### src/rtl/byteord_pkg.sv
package byteord_pkg;

    localparam int BYTE_W = 8;
    localparam int LANES  = 2;
    localparam int WORD_W = BYTE_W * LANES;

    typedef logic [BYTE_W-1:0] byte_t;

    typedef struct packed {
        byte_t hi;
        byte_t lo;
    } word_t;

    typedef enum logic {
        TRIG_SYNC = 1'b0,
        TRIG_USER = 1'b1
    } trig_mode_e;

    typedef enum logic [1:0] {
        ST_IDLE   = 2'd0,
        ST_SEARCH = 2'd1,
        ST_HOLD   = 2'd2
    } ord_state_e;

    typedef enum logic {
        OFS_NONE = 1'b0,
        OFS_ONE  = 1'b1
    } lane_ofs_e;

    typedef struct packed {
        logic hi_hit;
        logic lo_hit;
    } lane_hit_t;

    function automatic lane_hit_t match_lanes(word_t w, byte_t pat);
        lane_hit_t h;
        h.lo_hit = (w.lo == pat);
        h.hi_hit = (w.hi == pat);
        return h;
    endfunction

    // Lower lane has priority when both lanes carry the marker.
    function automatic lane_ofs_e pick_offset(lane_hit_t h);
        return h.lo_hit ? OFS_NONE : OFS_ONE;
    endfunction

endpackage

### src/rtl/byteord_edge_det.sv
module byteord_edge_det #(
    parameter int WIDTH = 2
) (
    input  logic             clk_i,
    input  logic             rst_i,
    input  logic [WIDTH-1:0] level_i,
    output logic [WIDTH-1:0] rise_o
);
    logic [WIDTH-1:0] level_q;

    always_ff @(posedge clk_i) begin
        if (rst_i) level_q <= '0;
        else       level_q <= level_i;
    end

    for (genvar b = 0; b < WIDTH; b++) begin : g_bit
        assign rise_o[b] = level_i[b] & ~level_q[b];
    end
endmodule

### src/rtl/byteord_ctrl.sv
module byteord_ctrl
    import byteord_pkg::*;
#(
    parameter trig_mode_e MODE    = TRIG_SYNC,
    parameter byte_t      PATTERN = 8'hBC
) (
    input  logic      clk_i,
    input  logic      rst_i,
    input  logic      sync_rise_i,
    input  logic      user_rise_i,
    input  word_t     din_i,
    output lane_ofs_e ofs_cur_o,
    output lane_ofs_e ofs_next_o,
    output logic      aligned_o,
    output logic      searching_o,
    output logic      trig_o
);
    ord_state_e state_q, state_d;
    lane_ofs_e  ofs_q, ofs_d;
    logic       al_q, al_d;
    lane_hit_t  hit;
    logic       trig;

    assign trig = (MODE == TRIG_USER) ? user_rise_i : sync_rise_i;
    assign hit  = match_lanes(din_i, PATTERN);

    always_comb begin
        state_d = state_q;
        ofs_d   = ofs_q;
        al_d    = al_q;
        if (trig) begin
            state_d = ST_SEARCH;
            al_d    = 1'b0;
        end else if (state_q == ST_SEARCH && (hit.lo_hit || hit.hi_hit)) begin
            state_d = ST_HOLD;
            ofs_d   = pick_offset(hit);
            al_d    = 1'b1;
        end
    end

    always_ff @(posedge clk_i) begin
        if (rst_i) begin
            state_q <= ST_IDLE;
            ofs_q   <= OFS_NONE;
            al_q    <= 1'b0;
        end else begin
            state_q <= state_d;
            ofs_q   <= ofs_d;
            al_q    <= al_d;
        end
    end

    assign ofs_cur_o   = ofs_q;
    assign ofs_next_o  = ofs_d;
    assign aligned_o   = al_q;
    assign searching_o = (state_q == ST_SEARCH);
    assign trig_o      = trig;
endmodule

### src/rtl/byteord_shifter.sv
module byteord_shifter
    import byteord_pkg::*;
#(
    parameter byte_t PAD = 8'h9C
) (
    input  logic      clk_i,
    input  logic      rst_i,
    input  word_t     din_i,
    input  lane_ofs_e ofs_cur_i,
    input  lane_ofs_e ofs_next_i,
    output word_t     dout_o
);
    byte_t hi_q;
    word_t dout_q, dout_d;

    always_comb begin
        if (ofs_next_i == OFS_NONE) begin
            dout_d = din_i;
        end else begin
            dout_d.hi = din_i.lo;
            // First shifted word: the freed slot gets the fill byte.
            dout_d.lo = (ofs_cur_i == OFS_NONE) ? PAD : hi_q;
        end
    end

    always_ff @(posedge clk_i) begin
        if (rst_i) begin
            hi_q   <= '0;
            dout_q <= '0;
        end else begin
            hi_q   <= din_i.hi;
            dout_q <= dout_d;
        end
    end

    assign dout_o = dout_q;
endmodule

### src/rtl/byte_order_aligner.sv
module byte_order_aligner
    import byteord_pkg::*;
#(
    parameter trig_mode_e MODE    = TRIG_SYNC,
    parameter byte_t      PATTERN = 8'hBC,
    parameter byte_t      PAD     = 8'h9C
) (
    input  logic              clk_i,
    input  logic              rst_i,
    input  logic              sync_i,
    input  logic              ord_en_i,
    input  logic [WORD_W-1:0] data_i,
    output logic [WORD_W-1:0] data_o,
    output logic              aligned_o
);
    logic [1:0] rise;
    lane_ofs_e  ofs_cur, ofs_next;
    logic       searching;
    logic       trig;
    logic       ofs_shift;
    word_t      din_w, dout_w;

    assign din_w = word_t'(data_i);

    byteord_edge_det #(.WIDTH(2)) u_edge (
        .clk_i   (clk_i),
        .rst_i   (rst_i),
        .level_i ({ord_en_i, sync_i}),
        .rise_o  (rise)
    );

    byteord_ctrl #(.MODE(MODE), .PATTERN(PATTERN)) u_ctrl (
        .clk_i       (clk_i),
        .rst_i       (rst_i),
        .sync_rise_i (rise[0]),
        .user_rise_i (rise[1]),
        .din_i       (din_w),
        .ofs_cur_o   (ofs_cur),
        .ofs_next_o  (ofs_next),
        .aligned_o   (aligned_o),
        .searching_o (searching),
        .trig_o      (trig)
    );

    byteord_shifter #(.PAD(PAD)) u_shift (
        .clk_i      (clk_i),
        .rst_i      (rst_i),
        .din_i      (din_w),
        .ofs_cur_i  (ofs_cur),
        .ofs_next_i (ofs_next),
        .dout_o     (dout_w)
    );

    assign data_o    = dout_w;
    assign ofs_shift = (ofs_cur == OFS_ONE);
endmodule

### config.mk
export PLATFORM = sky130hd
export DESIGN_NAME = byte_order_aligner
export DESIGN_NICKNAME = d
export VERILOG_FILES = /design/src/rtl/byteord_pkg.sv /design/src/rtl/byteord_edge_det.sv /design/src/rtl/byteord_ctrl.sv /design/src/rtl/byteord_shifter.sv /design/src/rtl/byte_order_aligner.sv
export SDC_FILE = /design/constraint.sdc
export NUM_CORES = 1
export LEC_CHECK = 0
export BUFFER_PORTS_ARGS = -buffer_cell sky130_fd_sc_hd__buf_2
export CAP_MARGIN = 20
export CORE_MARGIN = 2
export CORE_UTILIZATION = 44
export DETAILED_ROUTE_END_ITERATION = 12
export GPL_TIMING_DRIVEN = 0
export PLACE_DENSITY_LB_ADDON = 0.25
export SYNTH_ARGS = -nofsm -noshare
export SYNTH_HDL_FRONTEND = slang
export SYNTH_HIERARCHICAL = 1
export SYNTH_SLANG_ARGS = --single-unit
### constraint.sdc
create_clock -name clk_i -period 1.63 [get_ports clk_i]
set_input_delay 0.163 -clock clk_i [delete_from_list [all_inputs] [get_ports clk_i]]
set_output_delay 0.163 -clock clk_i [all_outputs]
set_load 0.005 [all_outputs]
==> key figures, run 1 <==
Routing
  – Remaining antenna violation count: 0
  – Detailed Route WL: 2230 um
  – Routed vias/inst: 4.97
  – Drt drc: 0
  – Via count: 859
  – TritonRoute pass-1 iters: 4
  – Mean routed wirelength per cell: 12.9 um
  – DRT iter0 DRCs: 11

Place
  – GP Congestion: 0.698
  – Post-Place Setup Slack: -231 ps
  – Port Buffers: 35
  – DP Area: 0.00132 mm2
  – Post-DP HPWL: 1570 um

Final layout
  – Fill count: 217
  – Fin util: 0.572
  – Reg area: 563 um2
  – Area Overhead vs Synth: 26.1%
  – ANT cells: 0
  – Layout cell share with drive strength beyond 1: 0.483
  – Total area of multi-input combinational cells: 462 um2
  – Design Area, Final: 0.00139 mm2
  – Nets: 164

CTS
  – Reg clk slew, reported paths: 150 ps
  – Worst-Skew Late Latency: 320 ps
  – Clk root buf: clkbuf_4
  – Num Clock Sinks: 28
  – CTS buffer count: 3
  – CTS HTree Levels: 1
  – CTS max path bufs: 2
  – CTS tree: yes

Worst hold path
  – Worst Hold Class: in2reg
  – Hold path start: sync_i
  – Hold Crit Depth: 2

Die
  – DIE AREA: 0.00292 mm2
  – Ports: 37
  – Core area: 0.00243 mm2
  – Die H: 54.1 um
  – Die X: 54.1 um
  – Initial Utilization: 0.453
  – Num rows: 18

Global route
  – Antenna violations before repair: 0
  – Largest net degree at the start of global routing: 16
  – Vias in the first global route: 771
  – Global-route wire length before repair: 3230 um
  – Grt ovf: 0
  – Total GRT Usage: 0.156

Worst setup path
  – RR Startpoint: u_edge/level_q[0]$_SDFF_PP0_
  – WS Path Type: in2reg
  – CP dominant cell by count: nor2_1
  – CP Max Fanout: 7
  – Worst path required time: 1860 ps
  – CP startpoint: data_i[14]
  – CP max-delay cell: o41a_1
  – Crit end category: flop
  – Reg2reg setup slack: 60 ps
  – Crit path largest cell delay: 450 ps
  – Crit-path cells: buf_2 > and4b_1 > nand4_2 > o41a_1 > nor2_1 > buf_6 > clkbuf_16 > mux2i_1 > nor2_1
  – Worst Reg-to-Reg Cells: 7
  – Critical Path Source Type: input pin
  – Worst endpoint data arrival time: 1800 ps

Timing
  – Fin worst setup slack: 54.1 ps
  – Slew Viols, Final: 0
  – Layout Skew: 8.22 ps
  – Setup violations, final: 0
  – Setup TNS: 0 ps
  – Final period util: 0.967
  – Fmax: 635 MHz
  – Final Hold Vio Count: 0
  – Slew margin rel.: 0.825
  – Final min period: 1580 ps
  – Slew @ Worst Pin: 260 ps

Power
  – Power Dens Cells: 851 mW/mm2
  – Peak supply drop: 579 uV
  – P_leak: 0.598 nW

Flow run
  – Max Cap Viol: 0

Outcome
  – Outcome: finished clean

Synth
  – Mapped Cells: 102
  – Synthesized area per cell: 10.8 um2
  – Yosys synthesis warning count: 6
  – Syn Nets: 122
  – Mapped Area: 0.00110 mm2
placed cells by master, fill, tap and decap left out, types with 4 or more instances in the layout:
cell type / count
buf_2: 38
nand3_1: 4
a311oi_2: 4
nor2_1: 11
a21oi_1: 4
dfxtp_1: 26
mux2i_1: 8
inv_1: 5
nand2b_2: 4
nor2_2: 5
nor2b_1: 9
registers in the layout (all words and copies together) (netlist names):
signal	cells
u_ctrl/aligned_o	1
u_ctrl/ofs_cur_o	1
u_ctrl/state_q	1
u_edge/level_q	1
u_shift/dout_o	16
u_shift/hi_q	8
what timing repair did:
| item | in CTS | in global routing |
|---|---|---|
| resized for setup | 0 | 3 |
| endpoints found under the setup margin | 0 | 15 |
| setup buffers | 0 | 1 |
| hold buffers | 0 | 0 |
where the power goes:
group / leakage [nW] / internal [mW] / switching (mW) / total [mW]
logic: 0.343 / 0.0593 / 0.0666 / 0.126
clock network: 0.0210 / 0.136 / 0.193 / 0.329
registers: 0.234 / 0.720 / 0.00798 / 0.728
total: 0.598 / 0.916 / 0.267 / 1.18
metrics by stage:
stage | hold slack, ps | instances | power [mW]
after floorplan | 235 | 102 | 0.801
after global placement | 391 | 167 | 0.863
after detailed placement | 417 | 167 | 0.868
after CTS | 74.3 | 171 | 1.19
after global routing | 66.8 | 173 | 1.24
final | 73.6 | 173 | 1.18
cell type report:
class	instances	share of cell area
inverters	6	0.0162
flip-flops and latches	28	0.405
plain buffers	6	0.0441
clock buffers	4	0.0261
multi-input cells	62	0.332
repair buffers	37	0.149
well taps	30	0.0270
final timing paths:
check | endpoint
worst max-delay path | u_shift/dout_o[12]$_SDFF_PP0_
worst min-delay path | u_edge/level_q[0]$_SDFF_PP0_
worst max register to register | u_shift/dout_o[12]$_SDFF_PP0_
worst min register to register | u_shift/dout_o[0]$_SDFF_PP0_
layer usage:
| metal | wire length (um) | share of wire | GRT usage | vias to the layer above |
|---|---|---|---|---|
| met5 | 0 | 0 | 0 | - |
| met4 | 20 | 0.0090 | 0.0625 | 0 |
| met3 | 95 | 0.043 | 0.0250 | 2 |
| met2 | 1120 | 0.50 | 0.283 | 18 |
| met1 | 998 | 0.45 | 0.182 | 414 |
| li1 | - | - | - | 425 |
critical path, delay by kind of cell:
family	cells	cell delay, ps
multiplexers	1	180
AND/OR/NAND/NOR	4	570
AO/OA/AOI/OAI	1	450
buffers and inverters	3	420
No activity file was read; power rests on OpenSTA's default activity.
==> run 2: changes to the inputs <==
CORE_MARGIN = not set   (was 2)
==> run 2 against run 1 <==
  * Sequential power hardly changed
  * Hold slack improved by 3.4 ps
  * Combinational power increased by 5%
  * Via count down 0.12%
  * Core utilization rose by 5.9 points
  * Largest cell class unchanged
  * Highest routed layer unchanged
==> key figures, run 2 (synthesis results as in run 1) <==
Outcome
  – Outcome: finished clean

CTS
  – Cts hold-fix bufs: 0
  – CTS tree: yes
  – Num Clock Sinks: 28
  – CTS buffer count: 3
  – Worst-Skew Late Latency: 320 ps
  – Reg clk slew, reported paths: 140 ps
  – Clk root buf: clkbuf_4
  – CTS HTree Levels: 1
  – CTS max path bufs: 2

Worst hold path
  – Hold Crit Depth: 2
  – Worst Hold Class: in2reg

Routing
  – Remaining antenna violation count: 0
  – Drt drc: 0
  – Mean routed wirelength per cell: 13.2 um
  – TritonRoute pass-1 iters: 4
  – DRT iter0 DRCs: 14
  – Detailed Route WL: 2280 um
  – Via count: 858
  – Routed vias/inst: 4.96

Timing
  – Slew @ Worst Pin: 241 ps
  – Final min period: 1570 ps
  – Layout Skew: 3.48 ps
  – Slew Viols, Final: 0
  – Setup violations, final: 0
  – Final period util: 0.966
  – Fmax: 635 MHz
  – Unrepaired setup endpoints after global routing: yes
  – Final Hold Vio Count: 0
  – Slew margin rel.: 0.838

Die
  – Initial Utilization: 0.484
  – Num rows: 17
  – Ports: 37
  – Die X: 52.1 um
  – Core area: 0.00228 mm2
  – Die H: 52.1 um
  – DIE AREA: 0.00271 mm2

Global route
  – Largest net degree at the start of global routing: 16
  – Total GRT Usage: 0.182
  – Antenna violations before repair: 0
  – Grt ovf: 0
  – Global-route wire length before repair: 3520 um
  – Vias in the first global route: 844

Worst setup path
  – Worst Reg-to-Reg Cells: 6
  – CP Max Fanout: 6
  – Worst endpoint data arrival time: 1800 ps
  – Worst path required time: 1860 ps
  – Crit end category: flop
  – WS Path Type: reg2reg
  – Critical Path Source Type: flop

Final layout
  – Commonest cells after routing, fill and taps aside: buf_2 (38), dfxtp_1 (25), nor2_1 (11), nor2b_1 (9)
  – Design Area, Final: 0.00144 mm2
  – Max reg flops: 16
  – ANT cells: 0
  – Fill count: 190
  – Layout cell share with drive strength beyond 1: 0.517
  – Commonest non-fill, non-tap cell in the layout: buf_2
  – Area Overhead vs Synth: 30.2%
  – Nets: 166

Place
  – Port Buffers: 35
  – GP Congestion: 0.716
  – DP Area: 0.00131 mm2
  – Post-DP HPWL: 1650 um

Power
  – Power Dens Cells: 830 mW/mm2
  – Tot Pwr: 1.19 mW
  – P_leak: 0.617 nW
  – Peak supply drop: 613 uV

Flow run
  – Max Cap Viol: 0
run 2: where the power goes:
group | internal (mW) | switching [mW]
combinational | 0.0629 | 0.0693
clock | 0.137 | 0.193
sequential | 0.720 | 0.00926
total | 0.920 | 0.271
run 2: final timing paths:
path | slack [ps] | from | endpoint
max reg2reg | 60 | u_ctrl/aligned_o$_SDFFE_PP0P_ | u_shift/dout_o[10]$_SDFF_PP0_
min | 80 | sync_i | u_edge/level_q[0]$_SDFF_PP0_
max | 60 | u_ctrl/aligned_o$_SDFFE_PP0P_ | u_shift/dout_o[10]$_SDFF_PP0_
min reg2reg | 480 | u_shift/hi_q[1]$_SDFF_PP0_ | u_shift/dout_o[1]$_SDFF_PP0_
run 2: final cells by class:
class | instances | area (um2) | share of cell area
multi-input cells | 62 | 493 | 0.344
repair buffers | 39 | 223 | 0.155
plain buffers | 6 | 61.3 | 0.0427
clock buffers | 4 | 36.3 | 0.0253
flip-flops and latches | 28 | 564 | 0.393
inverters | 6 | 22.5 | 0.0157
well taps | 28 | 35.0 | 0.0244
run 2: stage by stage:
step / worst slack (ps) / setup TNS, ps / hold slack [ps] / std cells / utilization
floorplan: 48.0 / 0 / 235 / 102 / -
global placement: -195 / -2510 / 390 / 165 / 0.577
detailed placement: -267 / -3200 / 409 / 165 / 0.577
CTS: 10.6 / 0 / 68.2 / 169 / 0.594
global route: -11.5 / -20.4 / 66.3 / 173 / 0.631
finish: 55.1 / 0 / 77.0 / 173 / 0.631
run 2: worst max-delay path, cell delays in order, from the launching register on:
cell     delay (ps)
dfxtp_2         380
o41a_1          440
nor2_1          120
buf_6           150
buf_12          130
mux2i_2         210
nor2_1           60
run 2: metal layers:
| layer | vias up | share of wire | GRT usage |
|---|---|---|---|
| met3 | 2 | 0.036 | 0.0263 |
| met4 | 0 | 0.0075 | 0.0676 |
| met1 | 404 | 0.43 | 0.200 |
| li1 | 432 | - | - |
| met5 | - | 0 | 0 |
| met2 | 20 | 0.52 | 0.344 |
run 2: repair_timing:
item | 4_1_cts | 5_1_grt
pin swaps | 0 | 3
endpoints found under the setup margin | 1 | 8
setup buffers | 0 | 3
resized for setup | 2 | 8
gates cloned | 0 | 1
hold endpoints to repair | 0 | 0
==> run 3: changes to the inputs <==
CORE_UTILIZATION = 45   (was 44)
clock period = 1.58 ns   (was 1.63 ns; I/O delays follow)
==> run 3 against run 2 <==
  * The run now ends with setup timing left
  * Critical path depth unchanged
  * Count of clock-buffer cells in the layout down 1
  * Fmax down 1.6%
  * Register-to-register slack worse by 70 ps
  * Flip-flop and latch count unchanged
  * Power down 2.5%
  * Combinational power about the same
  * Global-route usage up 1.2 points
  * Clock power down 15%
  * Core utilization down 1.7 points
  * Cell count down 1.7%
  * Wire length down 1.0%
==> key figures, run 3 (synthesis results as in run 1) <==
CTS
  – CTS max path bufs: 2
  – CTS buffer count: 3
  – Reg clk slew, reported paths: 140 ps
  – Clk root buf: clkbuf_4
  – Worst-Skew Late Latency: 310 ps
  – CTS tree: yes
  – CTS HTree Levels: 1
  – Num Clock Sinks: 28
  – Cts hold-fix bufs: 0

Routing
  – Routed vias/inst: 5.04
  – Remaining antenna violation count: 0
  – Mean routed wirelength per cell: 13.3 um
  – Drt drc: 0
  – TritonRoute pass-1 iters: 4
  – Via count: 857
  – Detailed Route WL: 2250 um
  – DRT iter0 DRCs: 3

Global route
  – Antenna violations before repair: 0
  – Largest net degree at the start of global routing: 15
  – Vias in the first global route: 833
  – Global-route wire length before repair: 3690 um
  – Grt ovf: 0
  – Total GRT Usage: 0.194

Final layout
  – ANT cells: 0
  – Fin util: 0.614
  – Layout cell share with drive strength beyond 1: 0.500
  – Commonest cells after routing, fill and taps aside: buf_2 (38), dfxtp_1 (25), nor2_1 (10), nor2b_1 (9)
  – Commonest non-fill, non-tap cell in the layout: buf_2
  – Nets: 164
  – Max reg flops: 16
  – Design Area, Final: 0.00138 mm2
  – Area Overhead vs Synth: 25.5%

Timing
  – Setup TNS: -54.3 ps
  – Layout Skew: 3.17 ps
  – Final period util: 1.01
  – Final Hold Vio Count: 0
  – Unrepaired setup endpoints after global routing: yes
  – Setup violations, final: 6
  – Slew @ Worst Pin: 298 ps
  – Slew margin rel.: 0.800
  – Final min period: 1600 ps
  – Fin worst setup slack: -19.9 ps
  – Slew Viols, Final: 0
  – Fmax: 625 MHz

Place
  – GP Congestion: 0.698
  – DP Area: 0.00131 mm2
  – Port Buffers: 35
  – Post-DP HPWL: 1580 um

Die
  – Die H: 51.5 um
  – Initial Utilization: 0.489
  – Core area: 0.00225 mm2
  – Ports: 37
  – Die X: 51.5 um
  – Num rows: 17
  – DIE AREA: 0.00265 mm2

Worst setup path
  – Worst path required time: 1800 ps
  – WS Path Type: reg2reg
  – Worst endpoint data arrival time: 1820 ps
  – Critical Path Source Type: flop
  – Reg2reg setup slack: -20 ps
  – CP Max Fanout: 7
  – Crit end category: flop

Worst hold path
  – Worst Hold Class: in2reg

Outcome
  – Outcome: complete, but fails checks
  – Failing checks: setup timing

Power
  – Power Dens Cells: 839 mW/mm2
  – P_leak: 0.603 nW
  – Peak supply drop: 620 uV

Flow run
  – Max Cap Viol: 0
==> run 3: what timing repair did <==
action,in CTS,in global routing
resized for setup,2,5
pin swaps,2,4
cloned,0,1
setup buffers,0,1
setup endpoints to repair,11,16
==> run 3: layout make-up <==
type / count / area [um2]
clock buffers: 3 / 22.5
well taps: 28 / 35.0
flip-flops and latches: 28 / 567
multi-input cells: 62 / 468
fillers: 236 / 871
inverters: 6 / 22.5
plain buffers: 6 / 61.3
repair buffers: 37 / 208
==> run 3: worst paths after layout <==
| check | from | cells past startpoint | to |
|---|---|---|---|
| worst max-delay path | u_ctrl/aligned_o$_SDFFE_PP0P_ | 6 | u_shift/dout_o[10]$_SDFF_PP0_ |
| worst min register to register | u_shift/hi_q[1]$_SDFF_PP0_ | 2 | u_shift/dout_o[1]$_SDFF_PP0_ |
| worst max register to register | u_ctrl/aligned_o$_SDFFE_PP0P_ | 6 | u_shift/dout_o[10]$_SDFF_PP0_ |
| worst min-delay path | sync_i | 2 | u_edge/level_q[0]$_SDFF_PP0_ |
==> run 3: through the flow <==
step	setup slack (ps)	instances	total power [mW]	hold slack [ps]
after floorplan	2.95	102	0.826	230
after global placement	-218	165	0.891	385
after detailed placement	-272	165	0.896	396
after CTS	-15.9	168	1.17	64.8
after global routing	-97.3	170	1.22	64.0
final	-19.9	170	1.16	71.0
==> run 3: routing by layer <==
| layer | vias up | global-route usage | share of wire |
|---|---|---|---|
| met5 | - | 0 | 0 |
| met4 | 0 | 0.0811 | 0.0071 |
| met3 | 2 | 0.0292 | 0.046 |
| met2 | 25 | 0.323 | 0.50 |
| met1 | 403 | 0.249 | 0.45 |
| li1 | 427 | - | - |
==> run 3: critical path: stages, from the launching register on <==
cell,delay [ps]
dfxtp_4,390
o41a_1,450
nor2_2,120
buf_6,150
buf_12,130
mux2i_2,210
nor2_1,60
==> run 3: power breakdown <==
| group | leakage [nW] | internal (mW) | total [mW] | switching (mW) |
|---|---|---|---|---|
| clock | 0.0138 | 0.0890 | 0.281 | 0.192 |
| combinational | 0.355 | 0.0620 | 0.131 | 0.0687 |
| sequential | 0.234 | 0.741 | 0.750 | 0.00883 |
